===== config.mk =====
export PLATFORM = sky130hd
export DESIGN_NAME = grp_arb
export DESIGN_NICKNAME = d
export VERILOG_FILES = /design/src/rtl/grp_arb.sv
export SDC_FILE = /design/constraint.sdc
export NUM_CORES = 1
export LEC_CHECK = 0
export ABC_AREA = 1
export BUFFER_PORTS_ARGS = -buffer_cell sky130_fd_sc_hd__buf_2
export CAP_MARGIN = 15
export CORE_AREA = 2 2 39 41
export DETAILED_ROUTE_END_ITERATION = 16
export DIE_AREA = 0 0 41 43
export HOLD_SLACK_MARGIN = 0.12
export PLACE_DENSITY_LB_ADDON = 0.1
export SLEW_MARGIN = 25
export SYNTH_ARGS = -nofsm -noshare
export SYNTH_HDL_FRONTEND = slang
export SYNTH_SLANG_ARGS = --single-unit

===== constraint.sdc =====
create_clock -name clk -period 1.4 [get_ports clk]
set_input_delay 0 -clock clk [delete_from_list [all_inputs] [get_ports clk]]
set_output_delay 0 -clock clk [all_outputs]
set_load 0.01 [all_outputs]

===== src/rtl/grp_arb.sv =====
module grp_arb #(
  parameter int NREQ = 3
) (
  input  logic            clk,
  input  logic            rst_n,
  input  logic [NREQ-1:0] req,
  input  logic            beat_done,
  input  logic            cfg_pair_rr,
  input  logic            cfg_pair_fix,
  input  logic            cfg_grp_rr,
  input  logic            cfg_grp_fix,
  input  logic            cfg_word,
  input  logic            cfg_half,
  output logic [NREQ-1:0] gnt
);
  logic [1:0] beat_cnt;
  logic       last_pair;
  logic       last_grp;

  logic       busy, release_now, arb_now;
  logic [1:0] beat_last;
  logic       pair_eff, grp_eff;
  logic       pair_pref, grp_pref;
  logic       pair_any, pair_pick;
  logic [NREQ-1:0] win;

  assign busy        = |gnt;
  assign beat_last   = cfg_half ? 2'd1 : 2'd3;
  assign release_now = busy && beat_done && (!cfg_word || beat_cnt == beat_last);
  assign arb_now     = !busy || release_now;

  assign pair_eff = (release_now && (gnt[0] || gnt[1])) ? gnt[1] : last_pair;
  assign grp_eff  = release_now ? gnt[2] : last_grp;

  assign pair_pref = cfg_pair_rr ? ~pair_eff : cfg_pair_fix;
  assign grp_pref  = cfg_grp_rr  ? ~grp_eff  : cfg_grp_fix;

  assign pair_any  = req[0] | req[1];
  assign pair_pick = req[pair_pref] ? pair_pref : ~pair_pref;

  always_comb begin
    win = '0;
    if (pair_any && (!req[2] || !grp_pref))
      win[pair_pick] = 1'b1;
    else if (req[2])
      win[2] = 1'b1;
  end

  always_ff @(posedge clk) begin
    if (!rst_n) begin
      gnt       <= '0;
      beat_cnt  <= '0;
      last_pair <= 1'b1;
      last_grp  <= 1'b1;
    end else begin
      if (arb_now) begin
        gnt      <= win;
        beat_cnt <= '0;
      end else if (beat_done) begin
        beat_cnt <= beat_cnt + 2'd1;
      end
      if (release_now) begin
        last_grp <= gnt[2];
        if (gnt[0] || gnt[1]) last_pair <= gnt[1];
      end
    end
  end
endmodule


==> flow_metrics.tcl, run 1 <==
set metrics [dict create \
    row_count 14 \
    clk_latency_ns 0.25 \
    dp_hpwl_um 745 \
    reg2reg_depth 10 \
    synth_seq_cells 7 \
    gp_congestion 0.693 \
    cts_tree "done" \
    finalCritPeriodShare 0.932 \
    drtPass1Iterations 4 \
    max_cap_viol_count 0 \
    finalHoldViolations 0 \
    rsz0062_at_grt "yes" \
    power_density_mw_per_mm2 992 \
    worstPathArrival_ns 1.48 \
    grt_use_total 0.130 \
    die_w_um 41 \
    syn_area_sq_um 438 \
    drtIter0Drc 5 \
    placed_cell_area_sq_um 536 \
    clockRootBuffer "clkbuf_4" \
    n_antenna_cell 0 \
    fmax_ghz 0.766 \
    final_cell_area_sq_um 636 \
    area_growth_pct 45.1 \
    drive_gt1_frac 0.466 \
    io_pins 15 \
    vias 449 \
    grtUsageMet3 0.0471 \
    syn-num-nets 76 \
    antenna_found_initial 0 \
    drc 0 \
    hold_class "input port to register" \
    worstMarginPinSlew_ns 0.210 \
    slowest_delay_ns 0.34 \
    cp.depth 10 \
    cp_max_fo 4 \
    yosys_warnings 0 \
    whs_ns 0.135 \
    post_synth_num_cell_types 15 \
    met1_usage 0.150 \
    critPathBufInv 0 \
    cts_buffer_depth 2 \
    crit_family "simple AND/OR/NAND/NOR gates" \
    drv_slew 0 \
    relSlewSlack 0.860 \
    syn_inst 64 \
    combPwrFrac 0.335 \
    portBuffers 14 \
    ys_seq_area_frac 0.320 \
    seqPwrFrac 0.373 \
    core_area_sq_mm 0.00138 \
    ant_nets 0 \
    grt_pass1_wl_um 1460 \
    routed_wl_um 1000 \
    clock_skew_ns 0.00716 \
    gr-total-overflow 0 \
    die_h_um 43 \
    path_cells "nor2_2 > a21boi_4 > nand3_2 > nand2_2 > nand3_2 > nand2_2 > nand2_1 > nand2_1 > nand2_1 > a21oi_1" \
    setup_viol 0 \
    slowest_stage "dfxtp_2" \
    ir_drop_uv 505 \
    clock_sinks 7 \
    grt.busiest_layer "met2" \
    swShare 0.329 \
    grt_pass1_vias 375 \
    globalRouteMet2Util 0.175 \
    h-tree-depth 1 \
    cpMostUsedCell "nand2_1" \
    cp-start-kind "register" \
    p_clk_frac 0.293 \
    final_util 0.459 \
    status "complete, no violations" \
    vias_per_cell 4.32 \
    syn_avg_cell_area_sq_um 6.84 \
    wl_per_cell_um 9.63 \
    leakagePower_nw 0.333 \
    hold_depth 5 \
    numCtsBuffers 3 \
    grt_max_degree 6 \
    nets 101 \
    power.total_w 0.000630 \
    dieArea_sq_mm 0.00176 \
    start_util 0.316 \
    crit_type "register to register" \
    p_int_w 0.000423 \
    critPathCaptureType "register" \
    finalCriticalPeriod_ns 1.30 \
    p_switching_w 0.000207 \
    synth_top_cell_by_area "dfxtp_1" \
    synth.area.top_cells "dfxtp_1 32%, nand2_1 17%, nand2_2 8.6%" \
    cp.required_ns 1.57 \
    clk_pin_slew_ns 0.06 \
    synth_top_area_frac 0.320 \
]
state kept, by name (all words and copies together), names as in the netlist:
signal / cells
gnt: 3
last_pair: 1
beat_cnt: 2
last_grp: 1
worst paths after layout:
| path | to | slack [ns] | start |
|---|---|---|---|
| hold / removal | last_pair$_SDFFE_PN1P_ | 0.13 | cfg_word |
| hold reg to reg | last_pair$_SDFFE_PN1P_ | 0.46 | last_pair$_SDFFE_PN1P_ |
| setup / recovery | gnt[1]$_SDFFE_PN0P_ | 0.1 | gnt[0]$_SDFFE_PN0P_ |
| setup reg to reg | gnt[1]$_SDFFE_PN0P_ | 0.1 | gnt[0]$_SDFFE_PN0P_ |
power groups by stage:
stage,Clock (W),Sequential (W),Combinational (W)
3_5_place_dp,0,0.000236,0.000183
3_3_place_gp,0,0.000235,0.000183
6_report,0.000184,0.000235,0.000211
2_1_floorplan,0,0.000241,0.000122
4_1_cts,0.000195,0.000232,0.000192
5_1_grt,0.000206,0.000238,0.000233
stage by stage:
step | setup TNS [ns] | instances | worst slack [ns]
final | 0 | 104 | 0.0952
after floorplan | 0 | 64 | 0.110
after global routing | -0.0402 | 104 | -0.0216
after detailed placement | 0 | 95 | 0.0501
after global placement | 0 | 95 | 0.0359
after CTS | 0 | 103 | 0.0388
kinds of logic after synthesis:
group,Yosys count,synth area share
DFF,7,0.320
buffers and inverters,10,0.0857
and+or+nand+nor,41,0.480
xor gates and xnor gates,1,0.0200
AOI/OAI and AO/OA,5,0.0943
tightest hold or removal path: cells and delay by family:
kind / cells / cell delay [ns]
AND/OR/NAND/NOR: 4 / 0.28
buffers and inverters: 1 / 0.08
final cells by class:
type                            instances  area (sq um)
Fill cell                             143           748
Multi-Input combinational cell         47           279
Tap cell                               16          20.0
Timing Repair Buffer                   20           128
Clock buffer                            4          26.3
Sequential cell                         7           145
Inverter                               10          37.5
cell usage in the layout, fill, tap and decap left out, types with 2 or more instances in the layout:
| cell type | Yosys | final |
|---|---|---|
| a21oi_1 | 3 | 2 |
| buf_2 | 0 | 13 |
| buf_4 | 0 | 3 |
| clkbuf_4 | 0 | 3 |
| dfxtp_1 | 7 | 3 |
| dfxtp_2 | 0 | 4 |
| dlygate4sd3_1 | 0 | 4 |
| inv_1 | 9 | 8 |
| inv_2 | 1 | 2 |
| nand2_1 | 20 | 18 |
| nand2_2 | 6 | 7 |
| nand3_1 | 7 | 6 |
| nand3_2 | 3 | 4 |
| nor2_1 | 2 | 2 |
layer usage:
metal  part of all wire  vias to the layer above
met1               0.43                      189
met5                  0                        -
met2               0.51                        9
met4              0.015                        0
li1                   -                      249
met3              0.048                        2
synth_stat cells, drive strengths merged:
library cell	number
nand3	10
nor3b	1
xor2	1
nor2	4
a21oi	3
inv	10
o21a	1
dfxtp	7
nand2	26
a21boi	1
timing repair:
action	in CTS	in global routing
setup endpoints to repair	0	3
hold endpoints to repair	7	0
resized for setup	0	10
setup buffers	0	2
hold buffers	4	0
No activity file was read; power rests on OpenSTA's default activity.
==> run 2: changes to the inputs <==
Settings changed: ABC_AREA 1 to default.
==> flow_metrics.tcl, run 2 <==
set metrics [dict create \
    portBuffers 14 \
    post_synth_num_cell_types 24 \
    drc 0 \
    drtPass1Iterations 4 \
    critPathBufInv 0 \
    power_density_mw_per_mm2 990 \
    path_cells "xnor2_2 > o221a_1 > a31o_4 > mux2_4 > o21ai_2" \
    max_cap_viol_count 0 \
    cp.required_ns 1.58 \
    io_pins 15 \
    final_cell_area_sq_um 666 \
    die_h_um 43 \
    numCtsBuffers 3 \
    largest_register "gnt" \
    synth-edff-count 0 \
    setup_viol 0 \
    hold_depth 3 \
    leakagePower_nw 0.313 \
    worstMarginPinSlew_ns 0.189 \
    cp-start-kind "register" \
    crit_family "compound AO/OA/AOI/OAI gates" \
    ys_seq_area_frac 0.327 \
    min_from "beat_done" \
    gr-total-overflow 0 \
    clock_sinks 7 \
    antenna_found_initial 0 \
    nets 98 \
    holdPathEnd "beat_cnt[0]$_SDFFE_PP0P_" \
    nFillCells 142 \
    cts_buffer_depth 2 \
    synth.area.top_cells "dfxtp_1 33%, nand3_1 7.0%, a21oi_1 5.8%" \
    drv_slew 0 \
    finalCriticalPeriod_ns 1.38 \
    worstPathArrival_ns 1.56 \
    grt_pass1_vias 450 \
    synthFlopType "dfxtp_1" \
    finalHoldViolations 0 \
    critPathCaptureType "register" \
    vias 496 \
    slowest_stage "dfxtp_2" \
    gp_congestion 0.662 \
    wl_per_cell_um 10.7 \
    layout_commonest_cell "buf_2" \
    drive_gt1_frac 0.435 \
    hold_class "input port to register" \
    layout_common_cells "14 x buf_2, 9 x buf_4, 6 x nor2_1, 6 x nand2_1, 6 x nand3_1" \
    power.total_w 0.000659 \
    ir_drop_uv 549 \
    reg2reg_depth 5 \
    syn_area_sq_um 429 \
    r2r_end "gnt[0]$_SDFFE_PN0P_" \
    row_count 14 \
    finalCritPeriodShare 0.988 \
    seqCellArea_sq_um 144 \
    relSlewSlack 0.873 \
    multiInputGateArea_sq_um 299 \
    core_area_sq_mm 0.00138 \
    cts_tree "done" \
    synth_top_area_frac 0.327 \
    syn_avg_cell_area_sq_um 7.66 \
    final_util 0.481 \
    clk_pin_slew_ns 0.05 \
    reg.largest.list "gnt x3, beat_cnt x2" \
    async_reset_ff_frac 0 \
    reg2reg_setup_slack_ns 0.02 \
    crit_start "beat_cnt[1]$_SDFFE_PP0P_" \
    syn-num-nets 68 \
    rsz0062_at_grt "yes" \
    placed_cell_area_sq_um 573 \
    crit_type "register to register" \
    largest_register_ffs 3 \
    cp_max_fo 3 \
    slowest_delay_ns 0.33 \
    grt_pass1_wl_um 1680 \
    grt_use_total 0.142 \
    yosysMostFrequentCell "dfxtp_1" \
    routed_wl_um 1080 \
    worstReg2RegStart "beat_cnt[1]$_SDFFE_PP0P_" \
    h-tree-depth 1 \
    clock_skew_ns 0.00133 \
    synth_seq_cells 7 \
    vias_per_cell 4.91 \
    syn_inst 56 \
    yosys_warnings 0 \
    area_growth_pct 55.1 \
    die_w_um 41 \
    clockRootBuffer "clkbuf_4" \
    start_util 0.310 \
    dp_hpwl_um 818 \
    clk_latency_ns 0.25 \
    dieArea_sq_mm 0.00176 \
    synth_common_cells "7 x dfxtp_1, 6 x nand2_1, 6 x nand3_1, 6 x nor2_1, 5 x a21oi_1" \
    ant_nets 0 \
    status "complete, no violations" \
    synth_top_cell_by_area "dfxtp_1" \
    n_antenna_cell 0 \
    drtIter0Drc 13 \
    fmax_ghz 0.723 \
    grt_max_degree 9 \
]
## run 2: changes by cell type in the layout (fill, tap and decap cells not counted), sizes merged, moves of 3 or more
| cell | delta |
|---|---|
| o21ai | +6 |
| buf | +8 |
| nand2 | -20 |
| inv | -8 |
| nor3 | +3 |
| nand3 | -4 |
## run 2: worst max-delay path by stage
stage | depth (start not counted) | endpoint
floorplan | 5 | gnt[0]$_SDFFE_PN0P_
global placement | 6 | gnt[2]$_SDFFE_PN0P_
detailed placement | 5 | gnt[0]$_SDFFE_PN0P_
CTS | 5 | gnt[0]$_SDFFE_PN0P_
global route | 5 | gnt[0]$_SDFFE_PN0P_
finish | 5 | gnt[0]$_SDFFE_PN0P_
## run 2: routing by layer
metal  track usage  wire length [um]  part of all wire
met3        0.0628                54             0.050
met2         0.209               543              0.50
met1         0.170               471              0.44
met4        0.0600                12             0.011
met5             0                 0                 0
## run 2: per-stage QoR
step	setup slack [ns]	hold WS (ns)	std cells	setup TNS [ns]
detailed placement	-0.0199	0.242	93	-0.0199
finish	0.0164	0.151	101	0
CTS	0.00453	0.135	100	0
floorplan	0.0101	0.0619	56	0
global route	-0.0443	0.163	101	-0.0678
global placement	-0.00515	0.253	93	-0.00515
## run 2: report_power, final
part           switching (W)  internal [W]
registers          0.0000191      0.000222
logic               0.000108      0.000130
clock network      0.0000705      0.000108
total               0.000198      0.000461
## run 2: worst reg2reg max path, cell delays in order, from the launching register on
cell	delay, ns
dfxtp_2	0.33
xnor2_2	0.14
o221a_1	0.23
a31o_4	0.23
mux2_4	0.30
o21ai_2	0.09
## run 2: area by class of cell
type,instances,area share
clock buffers,4,0.0395
flip-flops and latches,7,0.216
repair buffers,26,0.254
multi-input cells,46,0.449
well taps,16,0.0301
inverters,2,0.0113
## run 2: kinds of logic after synthesis
kind of cell | count (synthesis) | share of synthesized area
AOI/OAI and AO/OA | 18 | 0.280
xor gates and xnor gates | 3 | 0.0612
buffers and inverters | 3 | 0.0350
DFF | 7 | 0.327
muxes | 2 | 0.0583
and+or+nand+nor | 23 | 0.239
## run 2: repair_timing
item,4_1_cts,5_1_grt
gates resized for setup,3,4
hold buffers,2,0
setup endpoints to repair,1,3
pin swaps,4,2
endpoints found under the hold margin,7,0
buffers inserted,1,1
